<file path="src/rtl/ifr_pkg.sv">
package ifr_pkg;
  typedef enum logic [2:0] {
    ST_IDLE, ST_ARMED, ST_NORM, ST_SHIFT, ST_PAD, ST_EOD
  } ifr_st_t;

  typedef enum logic [2:0] {
    END_NONE, END_OK, END_ARB, END_ERR, END_URUN
  } ifr_end_t;

  localparam logic [1:0] SYM_NONE = 2'd0;
  localparam logic [1:0] SYM_NORM = 2'd1;
  localparam logic [1:0] SYM_BIT  = 2'd2;
  localparam logic [1:0] SYM_EOD  = 2'd3;

  // a recessive 1 overwritten by a dominant 0 on the wire
  function automatic logic arb_lost(input logic driven, input logic seen);
    return driven & ~seen;
  endfunction

  // request may be armed only while the frame's end-of-data is still ahead
  function automatic logic arm_allowed(input logic req, input logic eod_seen,
                                       input logic eod_now);
    return req & ~eod_seen & ~eod_now;
  endfunction
endpackage

</file>
<file path="src/rtl/ifr_hold.sv">
module ifr_hold #(
  parameter int DW = 8
) (
  input  logic          clk,
  input  logic          rst_n,
  input  logic          wr,
  input  logic [DW-1:0] wdata,
  input  logic          eod_set,
  input  logic          take,
  input  logic          flush,
  output logic          full,
  output logic [DW-1:0] dout,
  output logic          eod_pend
);
  always_ff @(posedge clk or negedge rst_n) begin
    if (!rst_n) begin
      full     <= 1'b0;
      dout     <= '0;
      eod_pend <= 1'b0;
    end else if (flush) begin
      full     <= 1'b0;
      eod_pend <= 1'b0;
    end else begin
      if (wr) dout <= wdata;
      full     <= wr | (full & ~take);
      eod_pend <= eod_pend | eod_set;
    end
  end

  AST_TAKE_FROM_FULL: assert property (@(posedge clk) disable iff (!rst_n)
    take |-> full);
endmodule

</file>
<file path="src/rtl/ifr_shift.sv">
module ifr_shift import ifr_pkg::*; #(
  parameter int DW = 8
) (
  input  logic          clk,
  input  logic          rst_n,
  input  logic          load,
  input  logic [DW-1:0] ldata,
  input  logic          adv,
  input  logic          echo,
  output logic          drv_bit,
  output logic          last_bit,
  output logic          lost
);
  localparam int CW = (DW > 1) ? $clog2(DW) : 1;

  logic [DW-1:0] sr;
  logic [CW-1:0] cnt;

  always_ff @(posedge clk or negedge rst_n) begin
    if (!rst_n) begin
      sr  <= '0;
      cnt <= '0;
    end else if (load) begin
      sr  <= ldata;
      cnt <= '0;
    end else if (adv) begin
      sr  <= {sr[DW-2:0], 1'b0};
      cnt <= cnt + 1'b1;
    end
  end

  assign drv_bit  = sr[DW-1];
  assign last_bit = (cnt == CW'(DW-1));
  assign lost     = arb_lost(drv_bit, echo);

  AST_LOAD_NOT_MIDBYTE: assert property (@(posedge clk) disable iff (!rst_n)
    (load && adv) |-> last_bit);
endmodule

</file>
<file path="src/rtl/ifr_ctrl.sv">
module ifr_ctrl import ifr_pkg::*; #(
  parameter int PAD_N = 2
) (
  input  logic       clk,
  input  logic       rst_n,
  input  logic       req_set,
  input  logic       frame_start,
  input  logic       frame_eod,
  input  logic       bus_err,
  input  logic       bus_strobe,
  input  logic       hold_full,
  input  logic       hold_eod,
  input  logic       sh_last,
  input  logic       sh_lost,
  input  logic       sh_bit,
  output logic       take,
  output logic       adv,
  output logic       flush,
  output logic       req_q,
  output logic       tdre,
  output logic [1:0] tx_sym,
  output logic       tx_bit,
  output logic       idle,
  output logic       done_ok,
  output logic       done_arb,
  output logic       done_err,
  output logic       done_urun
);
  localparam int PW = $clog2(PAD_N + 1);

  ifr_st_t  st, nxt;
  ifr_end_t end_c;
  logic [PW-1:0] pad_cnt, pad_nxt;
  logic eod_seen;
  logic arm_ok;

  assign arm_ok = arm_allowed(req_set, eod_seen, frame_eod);

  always_comb begin
    nxt     = st;
    pad_nxt = pad_cnt;
    take    = 1'b0;
    adv     = 1'b0;
    end_c   = END_NONE;
    unique case (st)
      ST_IDLE: if (arm_ok) nxt = ST_ARMED;
      ST_ARMED: begin
        if (bus_err) end_c = END_ERR;
        else if (frame_eod) begin
          if (hold_full) begin
            take = 1'b1;
            nxt  = ST_NORM;
          end else end_c = END_URUN;
        end
      end
      ST_NORM: begin
        if (bus_err) end_c = END_ERR;
        else if (bus_strobe) nxt = ST_SHIFT;
      end
      ST_SHIFT: begin
        if (bus_err) end_c = END_ERR;
        else if (bus_strobe) begin
          adv = 1'b1;
          if (sh_lost) begin
            if (sh_last) begin
              nxt     = ST_PAD;
              pad_nxt = '0;
            end else end_c = END_ARB;
          end else if (sh_last) begin
            if (hold_full) take = 1'b1;
            else if (hold_eod) nxt = ST_EOD;
            else end_c = END_URUN;
          end
        end
      end
      ST_PAD: begin
        if (bus_err) end_c = END_ERR;
        else if (bus_strobe) begin
          if (pad_cnt == PW'(PAD_N - 1)) end_c = END_ARB;
          else pad_nxt = pad_cnt + 1'b1;
        end
      end
      ST_EOD: begin
        if (bus_err) end_c = END_ERR;
        else if (bus_strobe) end_c = END_OK;
      end
      default: nxt = ST_IDLE;
    endcase
    flush = (end_c != END_NONE);
    if (flush) nxt = ST_IDLE;
  end

  always_ff @(posedge clk or negedge rst_n) begin
    if (!rst_n) begin
      st        <= ST_IDLE;
      pad_cnt   <= '0;
      eod_seen  <= 1'b0;
      tdre      <= 1'b0;
      done_ok   <= 1'b0;
      done_arb  <= 1'b0;
      done_err  <= 1'b0;
      done_urun <= 1'b0;
    end else begin
      st        <= nxt;
      pad_cnt   <= pad_nxt;
      tdre      <= take;
      done_ok   <= (end_c == END_OK);
      done_arb  <= (end_c == END_ARB);
      done_err  <= (end_c == END_ERR);
      done_urun <= (end_c == END_URUN);
      if (frame_start) eod_seen <= 1'b0;
      else if (frame_eod) eod_seen <= 1'b1;
    end
  end

  always_comb begin
    tx_bit = 1'b0;
    unique case (st)
      ST_NORM:  tx_sym = SYM_NORM;
      ST_SHIFT: begin tx_sym = SYM_BIT; tx_bit = sh_bit; end
      ST_PAD:   begin tx_sym = SYM_BIT; tx_bit = 1'b1;   end
      ST_EOD:   tx_sym = SYM_EOD;
      default:  tx_sym = SYM_NONE;
    endcase
  end

  assign idle  = (st == ST_IDLE);
  assign req_q = ~idle;

  AST_ONE_CAUSE: assert property (@(posedge clk) disable iff (!rst_n)
    $onehot0({done_ok, done_arb, done_err, done_urun}));
  AST_END_CLEARS_REQ: assert property (@(posedge clk) disable iff (!rst_n)
    (done_ok || done_arb || done_err || done_urun) |-> (idle && !req_q));
  AST_LATE_REQ_IGNORED: assert property (@(posedge clk) disable iff (!rst_n)
    (idle && eod_seen && !frame_start && req_set) |=> idle);
  AST_ERR_ENDS: assert property (@(posedge clk) disable iff (!rst_n)
    (bus_err && !idle) |=> (done_err && tx_sym == SYM_NONE));
  AST_PAD_AFTER_LAST_LOSS: assert property (@(posedge clk) disable iff (!rst_n)
    (tx_sym == SYM_BIT && bus_strobe && !bus_err && sh_lost && sh_last && st == ST_SHIFT)
    |=> (tx_sym == SYM_BIT && tx_bit));
  AST_NO_SYM_WHILE_ARMED: assert property (@(posedge clk) disable iff (!rst_n)
    (st == ST_ARMED) |-> (tx_sym == SYM_NONE));
endmodule

</file>
<file path="src/rtl/ifr_tx.sv">
module ifr_tx import ifr_pkg::*; #(
  parameter int DW    = 8,
  parameter int PAD_N = 2
) (
  input  logic          clk,
  input  logic          rst_n,
  input  logic          req_set,
  input  logic          frame_start,
  input  logic          frame_eod,
  input  logic          host_wr,
  input  logic [DW-1:0] host_data,
  input  logic          host_eod,
  input  logic          bus_strobe,
  input  logic          bus_echo,
  input  logic          bus_err,
  output logic          req_q,
  output logic          tdre,
  output logic [1:0]    tx_sym,
  output logic          tx_bit,
  output logic          idle,
  output logic          done_ok,
  output logic          done_arb,
  output logic          done_err,
  output logic          done_urun
);
  logic          take, adv, flush;
  logic          hold_full, hold_eod;
  logic [DW-1:0] hold_data;
  logic          sh_bit, sh_last, sh_lost;

  ifr_hold #(.DW(DW)) u_hold (
    .clk(clk), .rst_n(rst_n), .wr(host_wr), .wdata(host_data),
    .eod_set(host_eod), .take(take), .flush(flush),
    .full(hold_full), .dout(hold_data), .eod_pend(hold_eod)
  );

  ifr_shift #(.DW(DW)) u_shift (
    .clk(clk), .rst_n(rst_n), .load(take), .ldata(hold_data),
    .adv(adv), .echo(bus_echo),
    .drv_bit(sh_bit), .last_bit(sh_last), .lost(sh_lost)
  );

  ifr_ctrl #(.PAD_N(PAD_N)) u_ctrl (
    .clk(clk), .rst_n(rst_n), .req_set(req_set), .frame_start(frame_start),
    .frame_eod(frame_eod), .bus_err(bus_err), .bus_strobe(bus_strobe),
    .hold_full(hold_full), .hold_eod(hold_eod),
    .sh_last(sh_last), .sh_lost(sh_lost), .sh_bit(sh_bit),
    .take(take), .adv(adv), .flush(flush),
    .req_q(req_q), .tdre(tdre), .tx_sym(tx_sym), .tx_bit(tx_bit), .idle(idle),
    .done_ok(done_ok), .done_arb(done_arb), .done_err(done_err),
    .done_urun(done_urun)
  );

  AST_EOD_NEEDS_CMD: assert property (@(posedge clk) disable iff (!rst_n)
    (tx_sym == SYM_EOD) |-> hold_eod);
endmodule

</file>
<file path="config.mk">
export PLATFORM = sky130hd
export DESIGN_NAME = ifr_tx
export DESIGN_NICKNAME = d
export VERILOG_FILES = /design/src/rtl/ifr_pkg.sv /design/src/rtl/ifr_hold.sv /design/src/rtl/ifr_shift.sv /design/src/rtl/ifr_ctrl.sv /design/src/rtl/ifr_tx.sv
export SDC_FILE = /design/constraint.sdc
export NUM_CORES = 1
export LEC_CHECK = 0
export BUFFER_PORTS_ARGS = -buffer_cell sky130_fd_sc_hd__buf_4
export CAP_MARGIN = 20
export CORE_UTILIZATION = 30
export CTS_CLUSTER_SIZE = 16
export DETAILED_ROUTE_END_ITERATION = 8
export SYNTH_ARGS = -nofsm -noshare
export SYNTH_HDL_FRONTEND = slang
export SYNTH_SLANG_ARGS = --single-unit
</file>
<file path="constraint.sdc">
create_clock -name clk -period 2.3 [get_ports clk]
set_input_delay 0.115 -clock clk [delete_from_list [all_inputs] [get_ports clk]]
set_output_delay 0.115 -clock clk [all_outputs]
set_load 0.05 [all_outputs]
</file>
Word level (Yosys, flattened, before mapping)
Index checks and enable logic that the tools add are counted.
{ "word_totals": {"reg_bits": 32, "output_inout_bits": 10} }
{ "op_classes": {"n_addsub": 2, "eq_ne": 30, "muxes": 61, "bitwise_logic": 12, "n_reduce_logical": 10} }
{ "ops": {"columns": ["op", "n"], "rows": [
  ["3-bit 2-to-1 mux", 28],
  ["3-bit case mux with 5 select lines", 2],
  ["3-bit != test, second input constant", 9],
  ["2-bit 2-to-1 mux", 10],
  ["8-bit 2-to-1 mux", 2],
  ["1-bit 2-to-1 mux", 15],
  ["2-bit != test, second input constant", 7],
  ["3-bit by 2-bit == test with 1-bit output, second input constant", 4],
  ["3-bit == test, second input constant", 4],
  ["12-bit AND reduction", 1],
  ["4-bit != test, second input constant", 2],
  ["8-bit AND reduction", 1],
  ["3-bit by 1-bit == test with 1-bit output, second input constant", 2],
  ["1-bit NOT", 6],
  ["2-bit case mux with 3 select lines", 1],
  ["2-bit nonzero test", 3],
  ["1-bit AND", 4],
  ["1-bit case mux with 2 select lines", 2],
  ["2-bit case mux with 2 select lines", 1],
  ["2-bit OR reduction", 2],
  ["3-bit by 1-bit adder with 3-bit output, second input constant", 1],
  ["3-bit zero test", 1],
  ["3-bit nonzero test", 1],
  ["2-bit by 1-bit adder with 2-bit output, second input constant", 1],
  ["4 further kinds", 5]
]} }

Logic depth before layout (Yosys ltp)
{ "logic_depth": {"word_depth": 10, "depth_mapped": 8, "depth_no_buf": 7} }

By module
A second synthesis with hierarchy kept.
{ "unflattened": {"hier_cells": 159, "hier_area_um2": 1706.6} }
{ "modules_own_cells": {"columns": ["mod", "instances", "cells_each", "area_each_um2", "seq_area_each_um2"], "rows": [
  ["ifr_ctrl", 1, 87, 777.0, 275.3],
  ["ifr_shift", 1, 47, 516.7, 275.3],
  ["ifr_hold", 1, 25, 412.9, 250.2]
]} }

Worst setup path before layout
Ideal clock, no wire load.
{ "synth_timing": {"kind": "register to register", "from": "register u_shift.cnt[0]", "to": "register u_hold.dout[0]", "setup_ns": 0.125, "t_arrival_ns": 2.073, "t_required_ns": 2.175, "slack_ns": 0.102, "stages_incl_launch_ff": 8, "n_path_buf": 0, "cell_sequence": "dfrtp_1 > ha_1 > ha_1 > and4bb_4 > a311oi_1 > a311o_2 > nand4_4 > mux2_4"} }
{ "synth_between": {"elab_chain_len": 9, "word_cells_on_any_way": 10, "classes_between": "eq/ne: 1; mux: 6; bitwise: 1; reduce/logical: 2"} }
{ "synth_rtl": {"columns": ["item", "line", "rtl"], "rows": [
  ["from (decl)", "ifr_shift.sv:17", "logic [CW-1:0] cnt;"],
  ["from (signal assigned)", "ifr_shift.sv:28", "cnt <= cnt + 1'b1;"],
  ["3-bit == test (*)", "ifr_shift.sv:33", "assign last_bit = (cnt == CW'(DW-1));"],
  ["3-bit 2-to-1 mux or 2-bit 2-to-1 mux (tied branches)", "ifr_ctrl.sv:69, ifr_ctrl.sv:65", null],
  ["3-bit 2-to-1 mux (*)", "ifr_ctrl.sv:64", "if (sh_lost) begin"],
  ["3-bit 2-to-1 mux (*)", "ifr_ctrl.sv:62", "else if (bus_strobe) begin"],
  ["3-bit 2-to-1 mux (*)", "ifr_ctrl.sv:61", "if (bus_err) end_c = END_ERR;"],
  ["3-bit case mux with 5 select lines (*)", "ifr_ctrl.sv:45", "unique case (st)"],
  ["3-bit nonzero test (*)", "ifr_ctrl.sv:89", "flush = (end_c != END_NONE);"],
  ["1-bit NOT (no line) (*)", null, null],
  ["2-bit AND reduction (no line) (*)", null, null],
  ["to (signal assigned)", "ifr_hold.sv:24", "if (wr) dout <= wdata;"],
  ["to (decl)", "ifr_hold.sv:12", "output logic [DW-1:0] dout,"]
]} }
Every way passes the cells marked *; elsewhere a longest branch is shown, timed or not.
A chain may end at the register's enable or synchronous reset.

Final worst setup path
{ "layout_timing": {"from": "register u_shift.cnt[0]", "to": "register u_hold.dout[1]"} }
Same word-level chain as after synthesis.

==> summary.txt <==
Run status
  – Status: finished, final reports clean

Place
  – Count of input and output buffers: 27
  – Weighted congestion reported at the end of routability-driven placement: 0.7641
  – Placed wire-length estimate: approximately 2.2 mm
  – Placed Area: 1944 µm²

Critical path
  – Worst Path Max Fanout: 8
  – Critical-path cell list: ha_1 > ha_1 > and4bb_4 > a311oi_1 > a311o_2 > nand4_4 > mux2_4
  – Path type of the worst setup path: register to register
  – Required time at the worst-slack endpoint: 2.47 ns
  – Data arrival time of the critical path: around 2.3 ns
  – Slack of the worst reg-to-reg path: 0.14 ns
  – End of the worst register-to-register path: u_hold.dout[1]$_DFFE_PN0P_
  – Slowest stage cell on the critical path: sky130_fd_sc_hd__dfrtp_1
  – Worst Path Buf+Inv: 0
  – Levels on crit path: 7
  – Crit path top cell by count: sky130_fd_sc_hd__ha_1
  – Reg-to-reg critical path startpoint: u_shift.cnt[0]$_DFFE_PN0P_
  – R2R cell count: 7
  – Cell class contributing the biggest share of worst-path delay: simple AND/OR/NAND/NOR gates
  – Maximum single-stage delay on the critical path: about 0.40 ns
  – Critical path launch point: u_shift.cnt[0]$_DFFE_PN0P_
  – Crit path capture: u_hold.dout[1]$_DFFE_PN0P_
  – Type of origin of the critical path: register
  – Nature of the critical path endpoint: register

Logic synthesis
  – Post-synthesis instance area: 1639 µm²
  – Count of flip-flops with a built-in enable after synthesis: 0
  – Number of nets in the synthesized netlist: 173
  – Yosys top cell by area: sky130_fd_sc_hd__dfrtp_1
  – Biggest area contributors in the synthesized netlist: sky130_fd_sc_hd__dfrtp_1 49%, sky130_fd_sc_hd__mux2_4 7.3%, sky130_fd_sc_hd__mux2i_1 4.3%
  – Synthesis-stage register bit count: 32
  – Top_reg_cell synth: sky130_fd_sc_hd__dfrtp_1
  – Synth cell types: 39
  – Synth top area share: 48.85%
  – Post-synth ARST share: 100.0%
  – Fraction of the yosys area taken by sequential cells: 48.85%
  – Syn Area/Cell: 10.78 µm²
  – Synthesis warning total: 0
  – Synthesized instance count: ~150

Floorplanning
  – Ports placed on the boundary: 28
  – Core Area: around 5200 µm²
  – Die width: approximately 76 µm
  – Site row count: 26
  – Die area: about 5800 µm²
  – Initial standard-cell utilization of the core: a little under a third
  – Die height: approximately 76 µm

Finish
  – Antenna cell count: 0
  – Register Area: around 800 µm²
  – Ratio of cells with drive above 1 in the final layout: just over 30%
  – End-of-flow core utilization: 39.79%
  – Layout Cell Area excl Fill: 2058 µm²
  – Filler cell count: 511
  – Area of the multi-input gates: between 700 and 800 µm²
  – Area growth from synthesis to layout: 25.57%
  – Final layout net count: 209

Timing
  – Setup violations, final: 0
  – Period utilization: 93.75%
  – Measured slew at the worst slew-check pin: 0.4402 ns
  – Count of pins over their slew limit: 0
  – Setup repair after global routing missed its margin: no
  – Worst Skew: around 0.0045 ns
  – Max-slew headroom: 70.53%
  – Fin. Hold Viols: 0
  – Maximum operating frequency: between 400 and 500 MHz
  – Final worst path period need: around 2.2 ns
  – TNS Setup: 0 ns

Global routing
  – Vias in the first global route: between 1000 and 1500
  – Overall fraction of global-route tracks in use: roughly an eighth
  – Aggregate global routing overflow: 0
  – Pin count of the biggest net entering global routing: 33
  – Number of antenna violations at the first check in global routing: 0
  – First-pass GRT wire length: roughly 5.4 mm

Clock network
  – Total CTS buffers: 5
  – Count of cells resized by post-cts repair: 0
  – H-tree lvl count: 2
  – Buffer type at the clock tree root: sky130_fd_sc_hd__clkbuf_8
  – CTS Buffer Depth: 2
  – Clk slew on worst S/H paths: 0.07 ns
  – Source-to-sink clock delay at the later pin of the worst-skew pair: 0.28 ns
  – Sinks on Clock Net: 32
  – TritonCTS clock tree: yes

Routing
  – Number of routed nets with antenna violations: 0
  – Post-route DRC violation count: 0
  – Post-detailed-routing wire length: ~3.1 mm
  – Number of DRC violations after detailed-routing iteration 0: slightly above 60
  – Routed vias: around 1200
  – Drt pass-1 iters: 4
  – Number of vias per cell after detailed routing: around 4.6
  – Wire length per cell after detailed routing: around 12 µm

Power and ir drop
  – Overall power consumption: 2340 µW
  – Power Density: about 1100 nW/µm²
  – Static Leakage: slightly below 0.001 µW
  – Worst VDD drop: 0.4556 mV

Hold path
  – Min-Delay Path Class: primary input to register

Job
  – Reported max-cap violation count: 0
worst reg2reg max path, stage by stage, from the launching register on:
cell                       delay, ns
sky130_fd_sc_hd__dfrtp_1        0.40
sky130_fd_sc_hd__ha_1           0.20
sky130_fd_sc_hd__ha_1           0.19
sky130_fd_sc_hd__and4bb_4       0.33
sky130_fd_sc_hd__a311oi_1       0.09
sky130_fd_sc_hd__a311o_2        0.35
sky130_fd_sc_hd__nand4_4        0.17
sky130_fd_sc_hd__mux2_4         0.32
cells by family (layout without fill, tap and decap cells):
group	Yosys count	in the layout	synth area share, %
simple gates	55	55	19.92
flops	32	32	48.86
compound gates	30	30	11.53
mux	17	17	12.98
buf+inv	14	51	3.893
fa+ha+maj	3	3	2.290
xor+xnor	1	1	0.5344
cells in the final DEF, fill, tap and decap left out, types with 2 or more instances in the layout:
cell type                       instances
sky130_fd_sc_hd__nor2_1                14
sky130_fd_sc_hd__clkbuf_8               6
sky130_fd_sc_hd__a21oi_1                8
sky130_fd_sc_hd__buf_4                 34
sky130_fd_sc_hd__o21ai_1                5
sky130_fd_sc_hd__dlygate4sd3_1          2
sky130_fd_sc_hd__mux2_4                 8
sky130_fd_sc_hd__o21ai_0                8
sky130_fd_sc_hd__dfrtp_1               32
sky130_fd_sc_hd__mux2i_1                7
sky130_fd_sc_hd__nand3b_1               5
sky130_fd_sc_hd__inv_1                  7
sky130_fd_sc_hd__nor2b_1                3
sky130_fd_sc_hd__nor3b_1                2
sky130_fd_sc_hd__nand2b_1               2
sky130_fd_sc_hd__and2b_1                2
sky130_fd_sc_hd__ha_1                   3
sky130_fd_sc_hd__nor3_1                 2
sky130_fd_sc_hd__nand2_1               16
sky130_fd_sc_hd__mux2_2                 2
flip-flops by register name, summed over array words and instances, names as in the netlist:
name              cells
u_hold.dout           8
u_shift.sr            8
u_ctrl.st             3
u_shift.cnt           3
u_ctrl.pad_cnt        2
u_ctrl.done_arb       1
u_ctrl.done_err       1
u_ctrl.done_ok        1
u_ctrl.done_urun      1
u_ctrl.eod_seen       1
u_ctrl.tdre           1
u_hold.eod_pend       1
u_hold.full           1
final cells by class:
type                    instances  area share [%]
clock inverters                 1          0.3647
flip-flops and latches         32           38.91
multi-input cells             106           37.63
inverters                       7           1.277
repair buffers                 36           13.37
well taps                      70           4.255
clock buffers                   7           4.195
layer usage:
metal  GRT usage [%]  part of all wire (%)  vias to the layer above
met4           5.769                   1.1                        0
met5               0                     0                        -
met2           18.09                    46                       31
li1                -                     -                      604
met3           3.373                   4.9                        4
met1           15.67                    48                      563
metrics by stage:
stage	hold slack, ns	instances	worst slack, ns
floorplan	-0.1806	152	0.1024
global placement	0.07717	249	0.09640
detailed placement	0.07654	249	0.05249
CTS	0.04666	259	0.04363
global route	0.05006	259	0.04046
finish	0.05732	259	0.1438
power breakdown:
group	internal (µW)	total (µW)	switching, µW
clock network	243	450	207
registers	767	911	144
logic	440	978	539
total	1450	2340	890
Yosys cell counts, types with 2 or more instances:
master / count
sky130_fd_sc_hd__inv_1: 7
sky130_fd_sc_hd__nand3b_1: 5
sky130_fd_sc_hd__nor2b_1: 3
sky130_fd_sc_hd__o21ai_0: 8
sky130_fd_sc_hd__nor3b_1: 2
sky130_fd_sc_hd__mux2_4: 8
sky130_fd_sc_hd__a21oi_1: 8
sky130_fd_sc_hd__nor3_1: 2
sky130_fd_sc_hd__mux2_2: 2
sky130_fd_sc_hd__nor2_1: 14
sky130_fd_sc_hd__ha_1: 3
sky130_fd_sc_hd__and2b_1: 2
sky130_fd_sc_hd__nand2b_1: 2
sky130_fd_sc_hd__mux2i_1: 7
sky130_fd_sc_hd__dfrtp_1: 32
sky130_fd_sc_hd__o21ai_1: 5
sky130_fd_sc_hd__buf_2: 3
sky130_fd_sc_hd__clkbuf_1: 3
sky130_fd_sc_hd__nand2_1: 16
repair_timing:
action                                 4_1_cts  5_1_grt
endpoints found under the hold margin       33        0
hold buffers                                 2        0
setup endpoints to repair                    0        8
buffers inserted                             0        0
worst min-delay path by stage:
stage | startpoint | endpoint | slack (ns) | depth (start not counted)
final | host_data[4] | u_hold.dout[4]$_DFFE_PN0P_ | 0.06 | 2
after detailed placement | rst_n | u_ctrl.done_err$_DFF_PN0_ | 0.08 | 1
after floorplan | rst_n | u_ctrl.done_arb$_DFF_PN0_ | -0.18 | 0
after global routing | host_data[3] | u_hold.dout[3]$_DFFE_PN0P_ | 0.05 | 2
after CTS | host_data[5] | u_hold.dout[5]$_DFFE_PN0P_ | 0.05 | 2
after global placement | rst_n | u_ctrl.done_err$_DFF_PN0_ | 0.08 | 1
(Power assumes the default switching activity.)
